**config.mk**
```make
export PLATFORM = sky130hd
export DESIGN_NAME = iic_phase_shifter
export DESIGN_NICKNAME = d
export VERILOG_FILES = /design/src/rtl/iic_shifter_pkg.sv /design/src/rtl/iic_step_seq.sv /design/src/rtl/iic_bit_path.sv /design/src/rtl/iic_sda_delay.sv /design/src/rtl/iic_phase_shifter.sv
export SDC_FILE = /design/constraint.sdc
export NUM_CORES = 1
export LEC_CHECK = 0
export ABC_AREA = 1
export BUFFER_PORTS_ARGS = -buffer_cell sky130_fd_sc_hd__buf_2
export CAP_MARGIN = 20
export CORE_MARGIN = 2
export CORE_UTILIZATION = 28
export DETAILED_ROUTE_END_ITERATION = 6
export GPL_ROUTABILITY_DRIVEN = 0
export HOLD_SLACK_MARGIN = 0.06
export PLACE_DENSITY = 0.55
export SYNTH_ARGS = -nofsm -noshare
export SYNTH_HDL_FRONTEND = slang
export SYNTH_SLANG_ARGS = --single-unit
```
**constraint.sdc**
```tcl
create_clock -name clk -period 2.7 [get_ports clk]
set_input_delay 0.27 -clock clk [delete_from_list [all_inputs] [get_ports clk]]
set_output_delay 0.27 -clock clk [all_outputs]
set_load 0.01 [all_outputs]
```
**src/rtl/iic_shifter_pkg.sv**
```systemverilog
package iic_shifter_pkg;

  typedef enum logic [1:0] {
    MODE_PLAIN = 2'd0,
    MODE_PH0   = 2'd1,
    MODE_PH1   = 2'd2
  } xfer_mode_e;

  function automatic xfer_mode_e pick_mode(input logic en_a, input logic en_b,
                                           input logic ph);
    if (!(en_a && en_b)) return MODE_PLAIN;
    return ph ? MODE_PH1 : MODE_PH0;
  endfunction

endpackage

```
**src/rtl/iic_step_seq.sv**
```systemverilog
// Half-period step counter: generates SCL and the per-step event strobes.
module iic_step_seq
  import iic_shifter_pkg::*;
#(
  parameter int FRAME_BITS = 9
) (
  input  logic       clk,
  input  logic       rst,
  input  logic       baud_tick,
  input  logic       start,
  input  xfer_mode_e mode_req,
  output logic       busy,
  output logic       scl,
  output logic       launch,
  output logic       ev_present,
  output logic       ev_release,
  output logic       ev_sample,
  output logic       ev_load,
  output logic       ev_irq
);
  localparam int LAST_STEP = 2 * FRAME_BITS + 2;
  localparam int STEP_W    = $clog2(LAST_STEP + 1);
  localparam logic [STEP_W-1:0] S_PRE  = STEP_W'(2 * FRAME_BITS - 2);
  localparam logic [STEP_W-1:0] S_ODDL = STEP_W'(2 * FRAME_BITS - 1);
  localparam logic [STEP_W-1:0] S_DATA = STEP_W'(2 * FRAME_BITS);
  localparam logic [STEP_W-1:0] S_TAIL = STEP_W'(2 * FRAME_BITS + 1);
  localparam logic [STEP_W-1:0] S_XTRA = STEP_W'(2 * FRAME_BITS + 2);

  logic [STEP_W-1:0] step_q;
  logic [STEP_W-1:0] step_nx;
  xfer_mode_e        mode_q;
  logic              adv;
  logic              odd;
  logic              fall_edge;
  logic              done;

  assign launch = start & ~busy;

  always_comb begin
    adv        = busy & baud_tick;
    step_nx    = step_q + 1'b1;
    odd        = step_nx[0];
    fall_edge  = odd;
    ev_present = 1'b0;
    ev_release = 1'b0;
    ev_sample  = 1'b0;
    ev_load    = 1'b0;
    ev_irq     = 1'b0;
    done       = 1'b0;
    unique case (mode_q)
      MODE_PH1: begin
        // rest low: odd steps rise (sample), even steps fall (present)
        fall_edge  = ~odd;
        ev_sample  = adv & odd & (step_nx <= S_ODDL);
        ev_present = adv & ~odd & (step_nx <= S_PRE);
        ev_release = adv & (step_nx == S_DATA);
        ev_load    = adv & ((step_nx == S_PRE) | (step_nx == S_ODDL));
        ev_irq     = adv & (step_nx == S_XTRA);
        done       = ev_irq;
      end
      MODE_PH0: begin
        ev_present = adv & odd & (step_nx <= S_ODDL);
        ev_sample  = adv & ~odd & (step_nx <= S_DATA);
        ev_irq     = adv & (step_nx == S_DATA);
        ev_load    = adv & (step_nx == S_TAIL);
        ev_release = ev_load;
        done       = ev_load;
      end
      default: begin
        ev_present = adv & odd & (step_nx <= S_ODDL);
        ev_sample  = adv & ~odd & (step_nx <= S_DATA);
        ev_irq     = adv & (step_nx == S_DATA);
        ev_load    = ev_irq;
        ev_release = ev_irq;
        done       = ev_irq;
      end
    endcase
  end

  always_ff @(posedge clk) begin
    if (rst) begin
      busy   <= 1'b0;
      scl    <= 1'b1;
      step_q <= '0;
      mode_q <= MODE_PLAIN;
    end else if (launch) begin
      busy   <= 1'b1;
      step_q <= '0;
      mode_q <= mode_req;
      scl    <= (mode_req != MODE_PH1);
    end else if (adv) begin
      step_q <= step_nx;
      scl    <= ~fall_edge;
      if (done) busy <= 1'b0;
    end
  end

endmodule

```
**src/rtl/iic_bit_path.sv**
```systemverilog
// Transmit shifter, receive shifter and receive buffer.
module iic_bit_path #(
  parameter int FRAME_BITS = 9
) (
  input  logic                  clk,
  input  logic                  rst,
  input  logic                  launch,
  input  logic                  launch_ph1,
  input  logic [FRAME_BITS-1:0] frame_in,
  input  logic                  sda_in,
  input  logic                  ev_present,
  input  logic                  ev_release,
  input  logic                  ev_sample,
  input  logic                  ev_load,
  output logic                  sda_bit,
  output logic [FRAME_BITS-1:0] rx_buf
);
  logic [FRAME_BITS-1:0] tx_sh;
  logic [FRAME_BITS-1:0] rx_sh;
  logic [FRAME_BITS-1:0] rx_nx;

  // a sample and a load can share one step; the load must see the new bit
  assign rx_nx = ev_sample ? {rx_sh[FRAME_BITS-2:0], sda_in} : rx_sh;

  always_ff @(posedge clk) begin
    if (rst) begin
      tx_sh   <= '0;
      sda_bit <= 1'b1;
    end else if (launch) begin
      // phase 1 presents its first bit before the first rising edge
      tx_sh   <= launch_ph1 ? {frame_in[FRAME_BITS-2:0], 1'b0} : frame_in;
      sda_bit <= launch_ph1 ? frame_in[FRAME_BITS-1] : 1'b1;
    end else if (ev_present) begin
      sda_bit <= tx_sh[FRAME_BITS-1];
      tx_sh   <= {tx_sh[FRAME_BITS-2:0], 1'b0};
    end else if (ev_release) begin
      sda_bit <= 1'b1;
    end
  end

  always_ff @(posedge clk) begin
    if (rst) begin
      rx_sh  <= '0;
      rx_buf <= '0;
    end else if (launch) begin
      rx_sh <= '0;
    end else begin
      if (ev_sample) rx_sh  <= rx_nx;
      if (ev_load)   rx_buf <= rx_nx;
    end
  end

endmodule

```
**src/rtl/iic_sda_delay.sv**
```systemverilog
// Tick-clocked SDA delay line with a setting captured at launch.
module iic_sda_delay #(
  parameter int DLY_W = 3
) (
  input  logic             clk,
  input  logic             rst,
  input  logic             baud_tick,
  input  logic             launch,
  input  logic [DLY_W-1:0] cfg_in,
  input  logic             sda_bit,
  output logic             sda_out
);
  localparam int DEPTH = 2 ** DLY_W;

  logic [DEPTH-1:0] pipe;
  logic [DLY_W-1:0] cfg_q;

  always_ff @(posedge clk) begin
    if (rst)         cfg_q <= '0;
    else if (launch) cfg_q <= cfg_in;
  end

  for (genvar g = 0; g < DEPTH; g++) begin : g_stage
    if (g == 0) begin : g_head
      always_ff @(posedge clk) begin
        if (rst)            pipe[g] <= 1'b1;
        else if (baud_tick) pipe[g] <= sda_bit;
      end
    end else begin : g_body
      always_ff @(posedge clk) begin
        if (rst)            pipe[g] <= 1'b1;
        else if (baud_tick) pipe[g] <= pipe[g-1];
      end
    end
  end

  // stage k lags the shifter by k+1 ticks, so setting d taps stage d
  assign sda_out = (cfg_q == '0) ? sda_bit : pipe[cfg_q];

endmodule

```
**src/rtl/iic_phase_shifter.sv**
```systemverilog
module iic_phase_shifter
  import iic_shifter_pkg::*;
#(
  parameter int DATA_W = 8,
  parameter int DLY_W  = 3
) (
  input  logic              clk,
  input  logic              rst,
  input  logic              baud_tick,
  input  logic              iic_en,
  input  logic              iic_en2,
  input  logic              phase_sel,
  input  logic [DLY_W-1:0]  sda_dly,
  input  logic              start,
  input  logic [DATA_W-1:0] tx_data,
  input  logic              tx_ack,
  input  logic              sda_in,
  output logic              scl_out,
  output logic              sda_out,
  output logic              busy,
  output logic              xfer_irq,
  output logic [DATA_W:0]   rx_buf
);
  localparam int FRAME_BITS = DATA_W + 1;

  xfer_mode_e mode_req;
  logic launch;
  logic ev_present, ev_release, ev_sample, ev_load, ev_irq;
  logic sda_bit;

  assign mode_req = pick_mode(iic_en, iic_en2, phase_sel);

  iic_step_seq #(.FRAME_BITS(FRAME_BITS)) u_seq (
    .clk        (clk),
    .rst        (rst),
    .baud_tick  (baud_tick),
    .start      (start),
    .mode_req   (mode_req),
    .busy       (busy),
    .scl        (scl_out),
    .launch     (launch),
    .ev_present (ev_present),
    .ev_release (ev_release),
    .ev_sample  (ev_sample),
    .ev_load    (ev_load),
    .ev_irq     (ev_irq)
  );

  iic_bit_path #(.FRAME_BITS(FRAME_BITS)) u_bits (
    .clk        (clk),
    .rst        (rst),
    .launch     (launch),
    .launch_ph1 (mode_req == MODE_PH1),
    .frame_in   ({tx_data, tx_ack}),
    .sda_in     (sda_in),
    .ev_present (ev_present),
    .ev_release (ev_release),
    .ev_sample  (ev_sample),
    .ev_load    (ev_load),
    .sda_bit    (sda_bit),
    .rx_buf     (rx_buf)
  );

  iic_sda_delay #(.DLY_W(DLY_W)) u_dly (
    .clk       (clk),
    .rst       (rst),
    .baud_tick (baud_tick),
    .launch    (launch),
    .cfg_in    (sda_dly),
    .sda_bit   (sda_bit),
    .sda_out   (sda_out)
  );

  // registered on the same edge that moves SCL
  always_ff @(posedge clk) begin
    if (rst) xfer_irq <= 1'b0;
    else     xfer_irq <= ev_irq;
  end

endmodule

```
Word-level counts from Yosys, hierarchy flattened:

Cells that the tools add are included.

* add/subtract/negate cells: 1
* multiplexer cells: 25
* eq/ne operators: 9
* reductions and logical operators: 9
* magnitude comparators: 4
* bitwise logic cells: 16

Operators by type and width (number)
* 9-bit 2-to-1 mux: 4
* 5-bit == test (second input constant): 5
* 1-bit 2-to-1 mux: 16
* 5-bit <= comparator (second input constant): 3
* 1-bit bitwise AND: 11
* 2-bit nonzero test: 3
* 5-bit by 1-bit adder with 5-bit output (second input constant): 1
* 2-bit == test (second input constant): 2
* 3-bit by 4-bit less-than comparator with 1-bit output (second input constant): 1
* 2-bit 2-to-1 mux: 2
* 1-bit NOT: 4
* 1-bit one-hot mux with 2 select lines: 2
* 2-bit AND reduction: 2
* 1-bit binary-select mux with 3-bit select: 1
* 3-bit logical NOT: 1
* 3-bit nonzero test: 1
* 2-bit by 1-bit == test with 1-bit output (second input constant): 1
* 2-bit != test (second input constant): 1
* 2-bit OR reduction: 1
* 1-bit logical AND: 1
* 1-bit bitwise OR: 1

* word-level logic and storage cells: 82
* input bits: 20
* output and inout port bits: 13
* flip-flop bits (word level): 49

Longest topological paths before layout:

Gate-level depths: netlist of run 1.

* depth in word-level cells: 7
* gate-level depth with buffers: 14
* depth with buffers taken out: 14

Cells and area by module:

Synthesis of run 1 repeated with hierarchy kept, for this count alone.

* cell total of the unflattened synthesis: 367
* area, all modules: 2487.4 µm²

Modules (own cells, without submodules)
* iic_bit_path: area each 1255.0 µm², sequential area each 560.5 µm², cells an instance 184, times used 1
* iic_step_seq: area each 740.7 µm², sequential area each 180.2 µm², cells an instance 112, times used 1
* iic_sda_delay: area each 449.2 µm², sequential area each 220.2 µm², cells an instance 64, times used 1
* iic_phase_shifter: area each 42.5 µm², sequential area each 20.0 µm², cells an instance 7, times used 1

Worst setup path before layout of run 1:

Ideal clock, no wire load.

* kind: reg-to-reg
* from: register u_seq.step_q[0]
* to: register u_bits.rx_buf[0]
* stages on the path, launching flop included: 14
* clock period less this slack: 1803 ps
* arrival time: 1693 ps
* data required time: 2590 ps
* buffers on the path: 0
* slack: 897 ps
* setup time: 110 ps
* cell sequence: dfxtp_1 -> inv_1 -> ha_1 -> nand2_1 -> nor2_2 -> nand3_2 -> nand3_2 -> nand2_4 -> nand2_4 -> nand2_1 -> nand2_1 -> nand2_1 -> inv_1 -> nor2_1

* longest elaborated chain between the ends: 6
* elaborated cells between the ends (all ways): 20
* classes of those cells: add/sub (1); order compare (2); eq/ne (4); mux (3); bitwise (9); reduce/logical (1)

Ends and longest elaborated chain
* from (decl): RTL line iic_step_seq.sv:29 `logic [STEP_W-1:0] step_q;`
* from (signal assigned): RTL line iic_step_seq.sv:92 `step_q <= step_nx;`
* 5-bit by 1-bit adder with 5-bit output (*): RTL line iic_step_seq.sv:41 `step_nx = step_q + 1'b1;`
* named net u_seq.step_nx[0]: RTL line iic_step_seq.sv:30 `logic [STEP_W-1:0] step_nx;`
* parallel branches: the longest is 5 deep, another holds 5-bit <= comparator
* to (signal assigned): RTL line iic_bit_path.sv:49 `if (ev_load) rx_buf <= rx_nx;`
* to (decl): RTL line iic_bit_path.sv:16 `output logic [FRAME_BITS-1:0] rx_buf`

Mark *: on every way through the listed nets, which the timed path passes.
A chain may end at the register's enable or synchronous reset.

Final worst setup path of run 1:

* from: register u_seq.step_q[0]
* to: register u_bits.rx_buf[5]

Same word-level chain as after synthesis.

==> flow_summary.yaml, run 1 <==
global_routing:
  grt_max_degree: 24
  use_met1: 0.1743
  antenna_found_initial: 0
  grt_pass1_vias: 2207
  grt-ovfl-total: 0
  grtUsageMet3: 0.02566
  grt_usage: 0.1272
  busiest_layer: "met2"
  grt_first_pass_wirelength_um: 10430
  use_met2: 0.2029
floorplan:
  die_h_um: 100.5
  dieWidth_um: 100.5
  core-area_um2: 9153
  row_count: 35
  initial_core_util: 0.2850
  io_pins: 33
  die_area_um2: 10110
clock_network:
  h-tree-depth: 2
  cts_buffers: 5
  clk_path_buf_depth: 2
  clk_pin_slew_ns: 0.09
  cts.repair.resized: 0
  post_cts_buffers: 0
  cts_hold_buffers: 0
  clk_latency_ns: 0.30
  root_buffer: "clkbuf_8"
  cts_tree: "done"
  cts_sinks: 49
synth:
  synth_commonest_cells: "97 x nand2_1, 58 x inv_1, 49 x dfxtp_1, 38 x nand3_1, 29 x nor2_1"
  netlist_top_cells_area: "dfxtp_1 38%, nand2_1 14%, inv_1 8.3%"
  synth_top_flop_cell: "dfxtp_1"
  avgSynthCellArea_um2: 7.108
  synth_most_common_cell: "nand2_1"
  syn_inst: 367
  yosysWarningCount: 0
  async_flop_share: 0
  synth_seq_cells: 49
  synth_edf_count: 0
  synth_top_area_cell: "dfxtp_1"
  ys_types: 35
  ys_seq_area_frac: 0.3760
  synth_nets: 393
  synth_area_um2: 2609
  yosys.area.top_type_share: 0.3760
detailed_routing:
  wire_per_inst_um: 11.98
  drt_wl_total_um: 6084
  vias: 2403
  drt_pre_antenna_iters: 5
  drc: 0
  vias_per_cell: 4.730
  drt_iter0_drc: 107
  ant_nets: 0
final_layout:
  n_fill_cell: 1016
  final_core_util: 0.3217
  synthToLayoutAreaGrowth_pct: 12.85
  fin_cells: 508
  nets: 423
  n_antenna_cell: 0
  drive_gt1_frac: 0.1738
  postLayoutCellArea_um2: 2944
worst_hold_path:
  min_path_type: "primary input to register"
  hold_depth: 2
timing:
  relSlewSlack: 0.6841
  fin_ws_ns: 0.5677
  fin_crit_sh: 0.7898
  skew_ns: 0.006420
  hold_violations: 0
  worst_pin_slew_ns: 0.4727
  setup_viol: 0
  finalMaxSlewViolations: 0
  grt_setup_unrepaired: "false"
  tns_ns: 0
  hold_slack_ns: 0.1903
  period_needed_ns: 2.132
  clock.fmax_mhz: 469.0
setup_path:
  cpPeakStageDelay_ns: 0.52
  cp-start-kind: "register"
  cp-end-kind: "register"
  worstPathCellList: "inv_1 > ha_1 > nand2_1 > nor2_2 > nand3_2 > nor2_2 > nand2_2 > nand2_4 > nand2_1 > inv_1 > nor2_1"
  crit_required_ns: 2.91
  slowest_stage: "dfxtp_1"
  cp.arrival_ns: 2.34
  worstRegToRegCells: 11
  path_class: "register to register"
  critPathMaxFanout: 11
power:
  peakVddDrop_mv: 0.1760
  power.leakage_nw: 1.486
  power_mw: 1.484
  power_density_nw_per_um2: 504.0
place:
  dpl_cell_area_um2: 2840
  io_buffers: 32
  place_ws_ns: 0.5895
  placed_cells_incl_taps: 501
  post-dp-hpwl_um: 4504
outcome:
  status: "finished clean"
flow_run:
  maxCapViolCount: 0
==> cells by family (layout without fill, tap and decap cells) <==
family,count (synthesis),in the layout,synth area share
buffers and inverters,70,100,0.1151
AO/OA/AOI/OAI,48,48,0.1204
AND/OR/NAND/NOR,194,194,0.3597
flip-flops,49,49,0.3760
adder cells (fa/ha/maj),6,6,0.02878
==> final cells by class <==
| class | instances | area, um2 | area share |
|---|---|---|---|
| Clock buffer | 5 | 68.82 | 0.02337 |
| Clock inverter | 2 | 35.03 | 0.01190 |
| Inverter | 60 | 225.2 | 0.07650 |
| Multi-Input combinational cell | 248 | 1328 | 0.4509 |
| Sequential cell | 49 | 980.9 | 0.3332 |
| Tap cell | 111 | 138.9 | 0.04717 |
| Timing Repair Buffer | 33 | 167.7 | 0.05695 |
==> layer usage <==
metal | wire length (um) | vias up
li1 | - | 1231
met1 | 2944 | 1102
met2 | 2731 | 60
met3 | 308 | 10
met4 | 100 | 0
met5 | 0 | -
==> critical path: cells and delay by family, from the launching register on <==
kind,cells,cell delay (ns)
and+or+nand+nor,8,0.90
DFF,1,0.52
buffers and inverters,2,0.27
adders and majority gates,1,0.36
==> worst paths after layout <==
kind	start	endpoint	slack, ns
worst max register to register	u_seq.step_q[0]	u_bits.rx_buf[5]	0.57
worst max-delay path	u_seq.step_q[0]	u_bits.rx_buf[5]	0.57
worst min-delay path	phase_sel	u_seq.mode_q[0]	0.19
worst min register to register	u_bits.tx_sh[7]	u_bits.tx_sh[7]	0.46
==> where the power goes <==
part	total [mW]	switching, mW	internal, mW
clock	0.511	0.241	0.270
sequential	0.781	0.0252	0.756
combinational	0.192	0.122	0.0702
==> placed cells by master, fill, tap and decap left out, types with 5 or more instances in the layout <==
cell,n
dfxtp_1,49
nor2_1,29
inv_1,58
o21ai_0,9
ha_1,6
clkbuf_8,5
nand2_2,7
nand2_1,97
nand3_1,38
buf_2,32
a21oi_1,20
nand2_4,5
==> sequential cells by signal, indices dropped and copies added (netlist names) <==
register        count
u_bits.rx_buf       9
u_bits.rx_sh        9
u_bits.sda_bit      1
u_bits.tx_sh        9
u_dly.cfg_q         3
u_dly.pipe          8
u_seq.busy          1
u_seq.mode_q        2
u_seq.scl           1
u_seq.step_q        5
xfer_irq            1
No activity file was read; power rests on OpenSTA's default activity.
==> run 2, diff against run 1 <==
==> constraint.sdc (replaced) <==
create_clock -name clk -period 2.11 [get_ports clk]
set_input_delay 0.211 -clock clk [delete_from_list [all_inputs] [get_ports clk]]
set_output_delay 0.211 -clock clk [all_outputs]
set_load 0.01 [all_outputs]
==> run 2 against run 1 <==
Combinational power rose by 36%. Non-clock buffer count grew 7. Clock-buffer cell count is the same. Die area is the same. Critical path depth did not move. Largest cell class unchanged.
==> flow_summary.yaml, run 2 (synthesis results as in run 1) <==
outcome:
  status: "finished clean"
clock_network:
  cts_sinks: 49
  cts_tree: "done"
  clk_path_buf_depth: 2
  cts_buffers: 5
  cts.repair.resized: 0
  clk_pin_slew_ns: 0.09
  h-tree-depth: 2
  root_buffer: "clkbuf_8"
  clk_latency_ns: 0.29
  post_cts_buffers: 0
  cts_hold_buffers: 0
flow_run:
  maxCapViolCount: 0
final_layout:
  drive_gt1_frac: 0.1886
  layout_commonest_cell: "nand2_1"
  multi_input_area_um2: 1335
  nets: 430
  n_antenna_cell: 0
  layout_common_cells: "97 x nand2_1, 58 x inv_1, 49 x dfxtp_1"
  ff_latch_area_um2: 980.9
  synthToLayoutAreaGrowth_pct: 14.00
  postLayoutCellArea_um2: 2974
  top_regs: "u_bits.rx_buf: 9 flops, u_bits.rx_sh: 9 flops, u_bits.tx_sh: 9 flops"
  n_fill_cell: 996
worst_hold_path:
  min_path_type: "primary input to register"
floorplan:
  row_count: 35
  die_area_um2: 10110
  initial_core_util: 0.2850
  dieWidth_um: 100.5
  core-area_um2: 9153
  die_h_um: 100.5
  io_pins: 33
setup_path:
  cp-end-kind: "register"
  critPathMaxFanout: 11
  cp.arrival_ns: 2.12
  crit_required_ns: 2.31
  cp-start-kind: "register"
  path_class: "register to register"
global_routing:
  grt_first_pass_wirelength_um: 10810
  grt-ovfl-total: 0
  grt_pass1_vias: 2310
  grt_max_degree: 18
  grt_usage: 0.1314
  antenna_found_initial: 0
detailed_routing:
  drc: 0
  wire_per_inst_um: 12.22
  ant_nets: 0
  drt_pre_antenna_iters: 4
  vias_per_cell: 4.677
  drt_wl_total_um: 6283
  vias: 2404
  drt_iter0_drc: 115
timing:
  hold_violations: 0
  period_needed_ns: 1.927
  clock.fmax_mhz: 518.8
  worst_pin_slew_ns: 0.6350
  setup_viol: 0
  fin_ws_ns: 0.1826
  finalMaxSlewViolations: 0
  grt_setup_unrepaired: "false"
  skew_ns: 0.005381
  fin_crit_sh: 0.9135
  hold_slack_ns: 0.1363
  tns_ns: 0
  relSlewSlack: 0.5762
place:
  io_buffers: 32
  place_ws_ns: 0.1160
  post-dp-hpwl_um: 4740
  dpl_cell_area_um2: 2893
power:
  power_density_nw_per_um2: 596.7
  power.leakage_nw: 1.507
  peakVddDrop_mv: 0.2318
-- run 2: cell types whose count changed in the layout (fill, tap and decap cells not counted) --
cell,before,now
ha_1,6,5
ha_2,0,1
nand2_4,5,6
nand2_2,7,6
buf_4,1,8
bufinv_16,1,0
-- run 2: power by group --
| group | switching (mW) | internal, mW | total [mW] |
|---|---|---|---|
| sequential | 0.0290 | 0.967 | 0.996 |
| combinational | 0.162 | 0.0991 | 0.261 |
| clock | 0.298 | 0.219 | 0.517 |
| total | 0.490 | 1.28 | 1.77 |
-- run 2: cell type report --
cell class                 instances  area share
inverter                          60     0.07573
clock inverter                     1    0.001683
clock buffer                       5     0.02314
multi-input combinational        248      0.4489
timing repair buffer              40     0.07404
tap                              111     0.04670
sequential                        49      0.3298
-- run 2: metal layers --
| metal | part of all wire | global-route usage | vias up |
|---|---|---|---|
| met5 | 0 | 0 | - |
| met4 | 0.0081 | 0.02529 | 0 |
| met3 | 0.041 | 0.02705 | 7 |
| met2 | 0.49 | 0.2194 | 45 |
| met1 | 0.46 | 0.1769 | 1107 |
| li1 | - | - | 1245 |
-- run 2: critical path: stages, from the launching register on --
cell and delay [ns]:
dfxtp_1 0.45, inv_1 0.10, ha_1 0.32, nand2_1 0.08, nor2_2 0.12, nand3_2 0.10
nor2_2 0.20, nand2_4 0.16, nand2_4 0.15, nand2_1 0.07, inv_1 0.05, nor2_1 0.03
-- run 2: worst paths after layout --
path | depth (start not counted) | startpoint | slack, ns | endpoint
worst max-delay path | 11 | u_seq.step_q[0] | 0.18 | u_bits.rx_buf[8]
worst min-delay path | 2 | phase_sel | 0.14 | u_seq.mode_q[0]
worst max register to register | 11 | u_seq.step_q[0] | 0.18 | u_bits.rx_buf[8]
worst min register to register | 2 | u_dly.pipe[0] | 0.46 | u_dly.pipe[0]
-- run 2: per-stage QoR --
step | power [mW] | instances | util
after floorplan | 1.200 | 367 | -
after global placement | 1.274 | 508 | 0.3161
after detailed placement | 1.278 | 508 | 0.3161
after CTS | 1.801 | 514 | 0.3241
after global routing | 1.872 | 514 | 0.3249
final | 1.775 | 514 | 0.3249
